<file path="config.mk">
export PLATFORM = sky130hd
export DESIGN_NAME = fwd_hazard_unit
export DESIGN_NICKNAME = d
export VERILOG_FILES = /design/src/rtl/hz_pkg.sv /design/src/rtl/hz_src_match.sv /design/src/rtl/hz_branch.sv /design/src/rtl/fwd_hazard_unit.sv
export SDC_FILE = /design/constraint.sdc
export NUM_CORES = 1
export LEC_CHECK = 0
export BUFFER_PORTS_ARGS = -buffer_cell sky130_fd_sc_hd__buf_2
export CORE_MARGIN = 1.5
export CORE_UTILIZATION = 34
export DETAILED_ROUTE_END_ITERATION = 12
export GPL_TIMING_DRIVEN = 1
export PLACE_DENSITY = 0.76
export REMOVE_ABC_BUFFERS = 1
export SLEW_MARGIN = 15
export SYNTH_ARGS = -nofsm -noshare
export SYNTH_HDL_FRONTEND = slang
export SYNTH_SLANG_ARGS = --single-unit
</file>
<file path="constraint.sdc">
create_clock -name clk -period 1.9 [get_ports clk]
set_input_delay 0.38 -clock clk [delete_from_list [all_inputs] [get_ports clk]]
set_output_delay 0.38 -clock clk [all_outputs]
set_load 0.05 [all_outputs]
</file>
<file path="src/rtl/hz_pkg.sv">
package hz_pkg;

   localparam logic [3:0] OP_NOP = 4'd0;
   localparam logic [3:0] OP_LW  = 4'd1;
   localparam logic [3:0] OP_SW  = 4'd2;
   localparam logic [3:0] OP_ADD = 4'd3;
   localparam logic [3:0] OP_SUB = 4'd4;
   localparam logic [3:0] OP_AI  = 4'd5;
   localparam logic [3:0] OP_SHL = 4'd6;
   localparam logic [3:0] OP_SHR = 4'd7;
   localparam logic [3:0] OP_JMP = 4'd8;
   localparam logic [3:0] OP_BEQ = 4'd9;

   localparam logic [1:0] SRC_RF  = 2'd0;
   localparam logic [1:0] SRC_EXM = 2'd1;
   localparam logic [1:0] SRC_MWB = 2'd2;

   typedef struct packed {
      logic uses_rs;
      logic uses_rt;
      logic alu_in;
      logic wr;
      logic wr_rt;
      logic ld;
      logic jmp;
      logic beq;
   } op_info_t;

   function automatic op_info_t decode_op(logic [3:0] op);
      op_info_t i;
      i = '0;
      case (op)
         OP_LW:  begin i.uses_rs = 1'b1; i.alu_in = 1'b1; i.wr = 1'b1;
                       i.wr_rt = 1'b1; i.ld = 1'b1; end
         OP_SW:  begin i.uses_rs = 1'b1; i.uses_rt = 1'b1; i.alu_in = 1'b1; end
         OP_ADD,
         OP_SUB: begin i.uses_rs = 1'b1; i.uses_rt = 1'b1; i.alu_in = 1'b1;
                       i.wr = 1'b1; end
         OP_AI:  begin i.uses_rs = 1'b1; i.alu_in = 1'b1; i.wr = 1'b1;
                       i.wr_rt = 1'b1; end
         OP_SHL,
         OP_SHR: begin i.uses_rs = 1'b1; i.alu_in = 1'b1; i.wr = 1'b1; end
         OP_JMP: i.jmp = 1'b1;
         OP_BEQ: begin i.uses_rs = 1'b1; i.uses_rt = 1'b1; i.beq = 1'b1; end
         default: ;
      endcase
      return i;
   endfunction

endpackage

</file>
<file path="src/rtl/hz_src_match.sv">
module hz_src_match #(
   parameter int RA_W = 5
) (
   input  logic [RA_W-1:0] src,
   input  logic            used,
   input  logic            ex_vld,
   input  logic            ex_ld,
   input  logic [RA_W-1:0] ex_dst,
   input  logic            mem_vld,
   input  logic [RA_W-1:0] mem_dst,
   output logic [1:0]      sel,
   output logic            ld_hit,
   output logic            any_hit
);
   import hz_pkg::*;

   logic live, hit_ex, hit_mem;

   always_comb begin
      live    = used && (src != '0);
      hit_ex  = live && ex_vld  && (ex_dst  == src);
      hit_mem = live && mem_vld && (mem_dst == src);
      ld_hit  = hit_ex && ex_ld;
      any_hit = hit_ex || hit_mem;
      if (hit_ex)       sel = SRC_EXM;
      else if (hit_mem) sel = SRC_MWB;
      else              sel = SRC_RF;
   end
endmodule

</file>
<file path="src/rtl/hz_branch.sv">
module hz_branch #(
   parameter int XLEN  = 32,
   parameter int TGT_W = 15
) (
   input  logic             is_jmp,
   input  logic             is_beq,
   input  logic             hold,
   input  logic [XLEN-1:0]  val_a,
   input  logic [XLEN-1:0]  val_b,
   input  logic [TGT_W-1:0] tgt,
   output logic             take,
   output logic [TGT_W-1:0] dest
);
   logic same;

   always_comb begin
      same = (val_a == val_b);
      take = !hold && (is_jmp || (is_beq && same));
      dest = tgt;
   end
endmodule

</file>
<file path="src/rtl/fwd_hazard_unit.sv">
module fwd_hazard_unit #(
   parameter int NREG  = 32,
   parameter int XLEN  = 32,
   parameter int TGT_W = 15
) (
   input  logic                    clk,
   input  logic                    rst_n,
   input  logic [3:0]              id_op,
   input  logic [$clog2(NREG)-1:0] id_rs,
   input  logic [$clog2(NREG)-1:0] id_rt,
   input  logic [$clog2(NREG)-1:0] id_rd,
   input  logic [TGT_W-1:0]        id_tgt,
   input  logic [XLEN-1:0]         rf_a,
   input  logic [XLEN-1:0]         rf_b,
   output logic                    hold,
   output logic                    ex_is_bubble,
   output logic [1:0]              fwd_a,
   output logic [1:0]              fwd_b,
   output logic                    redirect,
   output logic [TGT_W-1:0]        redirect_pc
);
   import hz_pkg::*;

   localparam int RA_W = $clog2(NREG);
   localparam int NSRC = 2;

   generate
      if (NREG < 2 || (NREG & (NREG - 1)) != 0) begin : g_bad_nreg
         $error("NREG must be a power of two of at least 2");
      end
      if (TGT_W < 1 || TGT_W > XLEN) begin : g_bad_tgt
         $error("TGT_W must lie in 1..XLEN");
      end
   endgenerate

   op_info_t        inf;
   logic [RA_W-1:0] dst_id;

   always_comb begin
      inf    = decode_op(id_op);
      dst_id = inf.wr_rt ? id_rt : id_rd;
   end

   logic            ex_vld, ex_ld, mem_vld;
   logic [RA_W-1:0] ex_dst, mem_dst;

   logic [NSRC-1:0][RA_W-1:0] src_v;
   logic [NSRC-1:0]           used_v;
   logic [NSRC-1:0][1:0]      sel_v;
   logic [NSRC-1:0]           ld_hit_v, any_hit_v;

   assign src_v  = {id_rt, id_rs};
   assign used_v = {inf.uses_rt, inf.uses_rs};

   generate
      for (genvar g = 0; g < NSRC; g++) begin : g_src
         hz_src_match #(.RA_W(RA_W)) u_match (
            .src     (src_v[g]),
            .used    (used_v[g]),
            .ex_vld  (ex_vld),
            .ex_ld   (ex_ld),
            .ex_dst  (ex_dst),
            .mem_vld (mem_vld),
            .mem_dst (mem_dst),
            .sel     (sel_v[g]),
            .ld_hit  (ld_hit_v[g]),
            .any_hit (any_hit_v[g])
         );
      end
   endgenerate

   always_comb begin
      hold = (inf.alu_in && (|ld_hit_v)) || (inf.beq && (|any_hit_v));
   end

   hz_branch #(.XLEN(XLEN), .TGT_W(TGT_W)) u_branch (
      .is_jmp (inf.jmp),
      .is_beq (inf.beq),
      .hold   (hold),
      .val_a  (rf_a),
      .val_b  (rf_b),
      .tgt    (id_tgt),
      .take   (redirect),
      .dest   (redirect_pc)
   );

   logic pass;
   assign pass = !hold && inf.alu_in;

   always_ff @(posedge clk) begin
      if (!rst_n) begin
         ex_vld       <= 1'b0;
         ex_ld        <= 1'b0;
         ex_dst       <= '0;
         mem_vld      <= 1'b0;
         mem_dst      <= '0;
         fwd_a        <= SRC_RF;
         fwd_b        <= SRC_RF;
         ex_is_bubble <= 1'b0;
      end else begin
         mem_vld      <= ex_vld;
         mem_dst      <= ex_dst;
         ex_vld       <= !hold && inf.wr;
         ex_ld        <= !hold && inf.ld;
         ex_dst       <= dst_id;
         fwd_a        <= pass ? sel_v[0] : SRC_RF;
         fwd_b        <= pass ? sel_v[1] : SRC_RF;
         ex_is_bubble <= hold;
      end
   end
endmodule

</file>
# After elaboration in Yosys (flattened, before gate mapping)
# Cells that the tools add are included.
word_totals:
  output_inout_bits: 22
  input_bits: 100
  register_bits: 18
classes:
  n_eq_ne: 14
  bitwise_logic: 2
  muxes: 13
  n_reduce_logical: 36
ops:
  columns: ["cell", "count"]
  rows:
  - ["== test 32 bit", 1]
  - ["== test 5 bit", 4]
  - ["logical AND 1 bit", 19]
  - ["== test 4 x 3 -> 1 bit, second input constant", 4]
  - ["2-to-1 mux 1 bit", 10]
  - ["nonzero test 5 bit", 2]
  - ["== test 4 x 2 -> 1 bit, second input constant", 2]
  - ["== test 4 bit, second input constant", 2]
  - ["OR reduction 8 bit", 1]
  - ["OR reduction 7 bit", 1]
  - ["OR reduction 2 bit", 3]
  - ["OR reduction 3 bit", 2]
  - ["OR reduction 6 bit", 1]
  - ["2-to-1 mux 5 bit", 1]
  - ["== test 4 x 1 -> 1 bit, second input constant", 1]
  - ["logical OR 1 bit", 4]
  - ["2-to-1 mux 2 bit", 2]
  - ["OR reduction 4 bit", 1]
  - ["NOT 1 bit", 2]
  - ["AND reduction 2 bit", 1]
  - ["logical NOT 1 bit", 1]

# Logic depth before layout (Yosys ltp)
depth:
  word_depth: 14
  ltp_mapped: 7
  ltp_nobuf: 6

# Hierarchy
# From an unflattened synthesis, not the netlist that was laid out.
unflattened:
  hier_cells: 165
  hier_area_um2: 1467.7
by_module_without_submodules:
  columns: ["mod", "area_each_um2", "seq_area_each_um2", "cells_per_inst", "n_inst"]
  rows:
  - ["fwd_hazard_unit", 670.6, 360.3, 59, 1]
  - ["hz_branch", 479.2, 0.0, 60, 1]
  - ["hz_src_match", 158.9, 0.0, 23, 2]

# Worst setup path before layout
# OpenSTA, ideal clock, no wires.
synth_timing:
  path_kind: "input -> output"
  start: "input id_rs[0]"
  end: "output redirect"
  required_ns: 1.520
  setup_slack_ns: -1.075
  path_stages: 6
  arrival_time_ns: 2.595
  path_cell_list: "or4_1 > o211ai_2 > nor3_1 > o21ai_0 > o21ai_1 > a21oi_1"
synth_between:
  elab_chain_cells: 10
synth_rtl:
  columns: ["element", "line_no", "source"]
  rows:
  - ["start: declaration", "fwd_hazard_unit.sv:9", "input logic [$clog2(NREG)-1:0] id_rs,"]
  - ["nonzero test 5 bit", "hz_src_match.sv:20", "live = used && (src != '0);"]
  - ["logical AND 1 bit", "hz_src_match.sv:20", null]
  - ["logical AND 1 bit, on equally long branches (2 in a row)", "hz_src_match.sv:21, hz_src_match.sv:22", null]
  - ["logical AND 1 bit or logical OR 1 bit (tied branches)", "hz_src_match.sv:23, hz_src_match.sv:24", null]
  - ["OR reduction 2 bit", "fwd_hazard_unit.sv:73", "hold = (inf.alu_in && (|ld_hit_v)) || (inf.beq && (|any_hit_v));"]
  - ["logical AND 1 bit", "fwd_hazard_unit.sv:73", null]
  - ["logical OR 1 bit (*)", "fwd_hazard_unit.sv:73", null]
  - ["named net hold", "fwd_hazard_unit.sv:15", "output logic hold,"]
  - ["logical NOT 1 bit (*)", "hz_branch.sv:18", "take = !hold && (is_jmp || (is_beq && same));"]
  - ["logical AND 1 bit (*)", "hz_branch.sv:18", null]
  - ["end: declaration", "fwd_hazard_unit.sv:19", "output logic redirect,"]
# The timed path passes the listed nets; every way through them passes the cells marked *.

# Final worst setup path
layout_timing:
  start: "input id_rt[2]"
  end: "output redirect"
layout_between:
  elab_chain_cells: 10
layout_rtl:
  columns: ["element", "line_no", "source"]
  rows:
  - ["start: declaration", "fwd_hazard_unit.sv:10", "input logic [$clog2(NREG)-1:0] id_rt,"]
  - ["nonzero test 5 bit", "hz_src_match.sv:20", null]
  - ["logical AND 1 bit", "hz_src_match.sv:20", null]
  - ["logical AND 1 bit, on equally long branches (2 in a row)", "hz_src_match.sv:21, hz_src_match.sv:22", null]
  - ["logical AND 1 bit or logical OR 1 bit (tied branches)", "hz_src_match.sv:23, hz_src_match.sv:24", null]
  - ["OR reduction 2 bit", "fwd_hazard_unit.sv:73", null]
  - ["logical AND 1 bit", "fwd_hazard_unit.sv:73", null]
  - ["logical OR 1 bit (*)", "fwd_hazard_unit.sv:73", null]
  - ["logical NOT 1 bit (*)", "hz_branch.sv:18", null]
  - ["logical AND 1 bit (*)", "hz_branch.sv:18", null]
# Mark *: on every way between the ends. The rest lies on a longest branch, timed or not.

==> results.cfg <==
[final_layout]
nFillCells = 357
layout.core_utilization = 0.553
final_layout_size_suffix_gt1_frac = 0.534
layout.cell_area.non_filler_um2 = 2200
final-instance-count-excl-fill = 316
syn_to_final_growth_pct = 56.4
regArea_um2 = 360
num-nets-final = 367
antenna_cells = 0
multi_input_gate_area_in_the_final_layout_um2 = 1000

[grt]
grt_pass1_wl_mm = 6.39
grt_util_overall = 0.187
groute.layer.met2.usage = 0.344
gr-total-overflow = 0
gr-usage-met1 = 0.178
number_of_global_route_vias_before_repair = 1489
busiest_layer = met2
pin_count_of_the_biggest_net_entering_global_routing = 14
initial_antenna_violation_count = 0
grt_util_met3 = 0.105

[clock_network]
cts.sinks = 18
cts.root.buffer_cell = sky130_fd_sc_hd__clkbuf_8
clock_path_buffers = 2
cts_tree = done
cts_inserted_buffers = 3
clock_insertion_delay_worst_skew_ns = 0.25
ctsHtreeMaxLevel = 1
cts.clk_slew.worst_paths_ns = 0.07

[sta]
fin_crit_sh = 1.21
slew_violations = 0
grt_setup_unrepaired = true
holdWs_ns = 0.379
fin_crit_ns = 2.30
max_clock_freq_mhz = 435
finalSetupViolations = 2
fin_skew_ns = 0.00210
tns_ns = -0.735
final.setup.worst_slack_ns = -0.398
timing_hold_violations_final = 0
slew-limit-headroom = 0.739
worst-slew-pin-transition_ns = 0.392

[power_and_ir_drop]
power_leakage_nw = 0.951
irDropWorstVdd_v = 0.000350
post-layout-total-power_mw = 1.06
power_density_nw_per_um2 = 484

[placement]
finalWeightedCongestion = 0.808
numPortBuffers = 91
placement.cell_area_um2 = 1980
placedCellCount = 307
detailed_placement_hpwl_mm = 3.50
place_ws_ns = -0.493

[floorplanning]
die_w_um = 67.3
start_util = 0.353
core_box_area_um2 = 3970
boundary_pin_count = 122
die_y_um = 67.3
die_outline_area_um2 = 4520
core.rowCount = 23

[setup_path]
rrSetupSlack_ns = 0.14
r2r_start = ex_dst[0]
timing.critical_path.to_type = output port
largest_fanout_on_the_critical_path = 3
criticalPathCategory = input pin to output port
data_arrival_time_of_the_worst_path_ns = 1.92
timing.critical_path.from_type = input pin
cp.required_ns = 1.52
r2r.worst_path.cells = 9
crit_path_end = redirect
start_point_of_the_critical_path = id_rt[2]
timing.rr.end = fwd_b[0]

[hold_path]
min-delay-start = id_rd[1]
min_path_type = input pin to flip-flop

[run]
max-cap-violations = 0

[routing]
wire_per_inst_um = 14.0
drcViolationCount = 0
vias_per_cell = 4.70
dr_total_vias = 1484
route.antenna.remaining_nets = 0
drtPass1Iterations = 4
drt_iter0_markers = 26
postRouteWirelength_mm = 4.43

[yosys]
synth.yosys.warnings = 0
synth.avg_cell_area_um2 = 8.83
syn_area_um2 = 1400
yosys_register_bits = 18
post_synth_num_cell_types = 27
synthesis.instances = 159
synth_sequential_area_ratio = 0.257

[outcome]
status = finished with violations
failed_checks = setup timing
## where the power goes
part / internal [mW] / total, mW / leakage, nW / switching [mW]
registers: 0.391 / 0.403 / 0.148 / 0.0117
clock network: 0.184 / 0.314 / 0.0288 / 0.129
logic: 0.199 / 0.346 / 0.774 / 0.147
## cells by family after synthesis
family          synth area share
buf+inv                   0.0954
compound gates            0.0561
simple gates               0.232
mux                       0.0357
xor+xnor                   0.324
flops                      0.257
## per-layer routing
metal / share of wire / up-vias
met3: 0.13 / 2
met4: 0 / 2
met5: 0.012 / -
met2: 0.51 / 76
li1: - / 745
met1: 0.35 / 659
## worst max-delay path: stages
cell and delay [ns]:
sky130_fd_sc_hd__buf_2 0.11, sky130_fd_sc_hd__or4_4 0.53, sky130_fd_sc_hd__o21ai_4 0.21, sky130_fd_sc_hd__nor2_2 0.06, sky130_fd_sc_hd__a21oi_2 0.18, sky130_fd_sc_hd__o21ai_2 0.09
sky130_fd_sc_hd__a21oi_1 0.12, sky130_fd_sc_hd__buf_4 0.21
## area by class of cell
type                    count  share of cell area
clock buffers               4              0.0251
inverters                   2             0.00342
multi-input cells         121               0.456
flip-flops and latches     18               0.164
well taps                  50              0.0285
repair buffers            121               0.323
## placed cells by master (no fill, tap or decap), types with 2 or more instances in the layout
master,n
sky130_fd_sc_hd__and2_1,7
sky130_fd_sc_hd__buf_2,86
sky130_fd_sc_hd__buf_4,31
sky130_fd_sc_hd__buf_6,4
sky130_fd_sc_hd__clkbuf_8,4
sky130_fd_sc_hd__dfxtp_1,18
sky130_fd_sc_hd__inv_1,2
sky130_fd_sc_hd__mux2i_1,5
sky130_fd_sc_hd__nand2_1,5
sky130_fd_sc_hd__nand4_1,12
sky130_fd_sc_hd__nor2_1,5
sky130_fd_sc_hd__nor2b_1,6
sky130_fd_sc_hd__nor3_1,4
sky130_fd_sc_hd__nor3_2,2
sky130_fd_sc_hd__nor4_1,2
sky130_fd_sc_hd__o211ai_4,2
sky130_fd_sc_hd__o21ai_2,2
sky130_fd_sc_hd__or4_4,2
sky130_fd_sc_hd__xnor2_1,44
sky130_fd_sc_hd__xor2_1,8
## worst min-delay path by stage
| stage | endpoint | slack [ns] | depth (start not counted) |
|---|---|---|---|
| floorplan | ex_ld | 0.45 | 1 |
| global placement | mem_dst[1] | 0.50 | 1 |
| detailed placement | mem_vld | 0.50 | 1 |
| CTS | ex_dst[2] | 0.38 | 3 |
| global route | ex_dst[2] | 0.39 | 3 |
| finish | ex_dst[1] | 0.38 | 3 |
## state kept, by name, indices dropped and copies added, names as in the netlist
| name | cells |
|---|---|
| ex_dst | 5 |
| ex_is_bubble | 1 |
| ex_ld | 1 |
| ex_vld | 1 |
| fwd_a | 2 |
| fwd_b | 2 |
| mem_dst | 5 |
| mem_vld | 1 |
## synth_stat cells
library cell,count,area (um2)
sky130_fd_sc_hd__a31oi_1,1,6.26
sky130_fd_sc_hd__buf_2,2,10.0
sky130_fd_sc_hd__o21ai_0,2,10.0
sky130_fd_sc_hd__o211ai_2,2,25.0
sky130_fd_sc_hd__xnor2_1,44,385
sky130_fd_sc_hd__a21oi_1,1,5.00
sky130_fd_sc_hd__inv_1,2,7.51
sky130_fd_sc_hd__nor4b_2,2,30.0
sky130_fd_sc_hd__o21ai_1,3,15.0
sky130_fd_sc_hd__xor2_1,8,70.1
sky130_fd_sc_hd__nand2_1,5,18.8
sky130_fd_sc_hd__dfxtp_1,18,360
sky130_fd_sc_hd__nor2_1,6,22.5
sky130_fd_sc_hd__nor4_1,4,25.0
sky130_fd_sc_hd__or4_1,2,15.0
sky130_fd_sc_hd__nor3_1,6,30.0
sky130_fd_sc_hd__or3_1,1,6.26
sky130_fd_sc_hd__nor3b_2,1,12.5
sky130_fd_sc_hd__mux2i_1,5,50.1
sky130_fd_sc_hd__and2_1,7,43.8
sky130_fd_sc_hd__nor4b_1,1,8.76
sky130_fd_sc_hd__nand4_1,12,75.1
sky130_fd_sc_hd__buf_4,15,113
sky130_fd_sc_hd__a221oi_1,1,8.76
sky130_fd_sc_hd__clkbuf_1,1,3.75
sky130_fd_sc_hd__a21oi_2,1,8.76
sky130_fd_sc_hd__nor2b_1,6,37.5
## what timing repair did
action,4_1_cts,5_1_grt
pin swaps,6,10
setup endpoints to repair,2,6
setup buffers,2,4
hold endpoints to repair,0,0
gates cloned,0,0
resized for setup,12,11
hold buffers,0,0
Power figures use the tool's default switching activity.
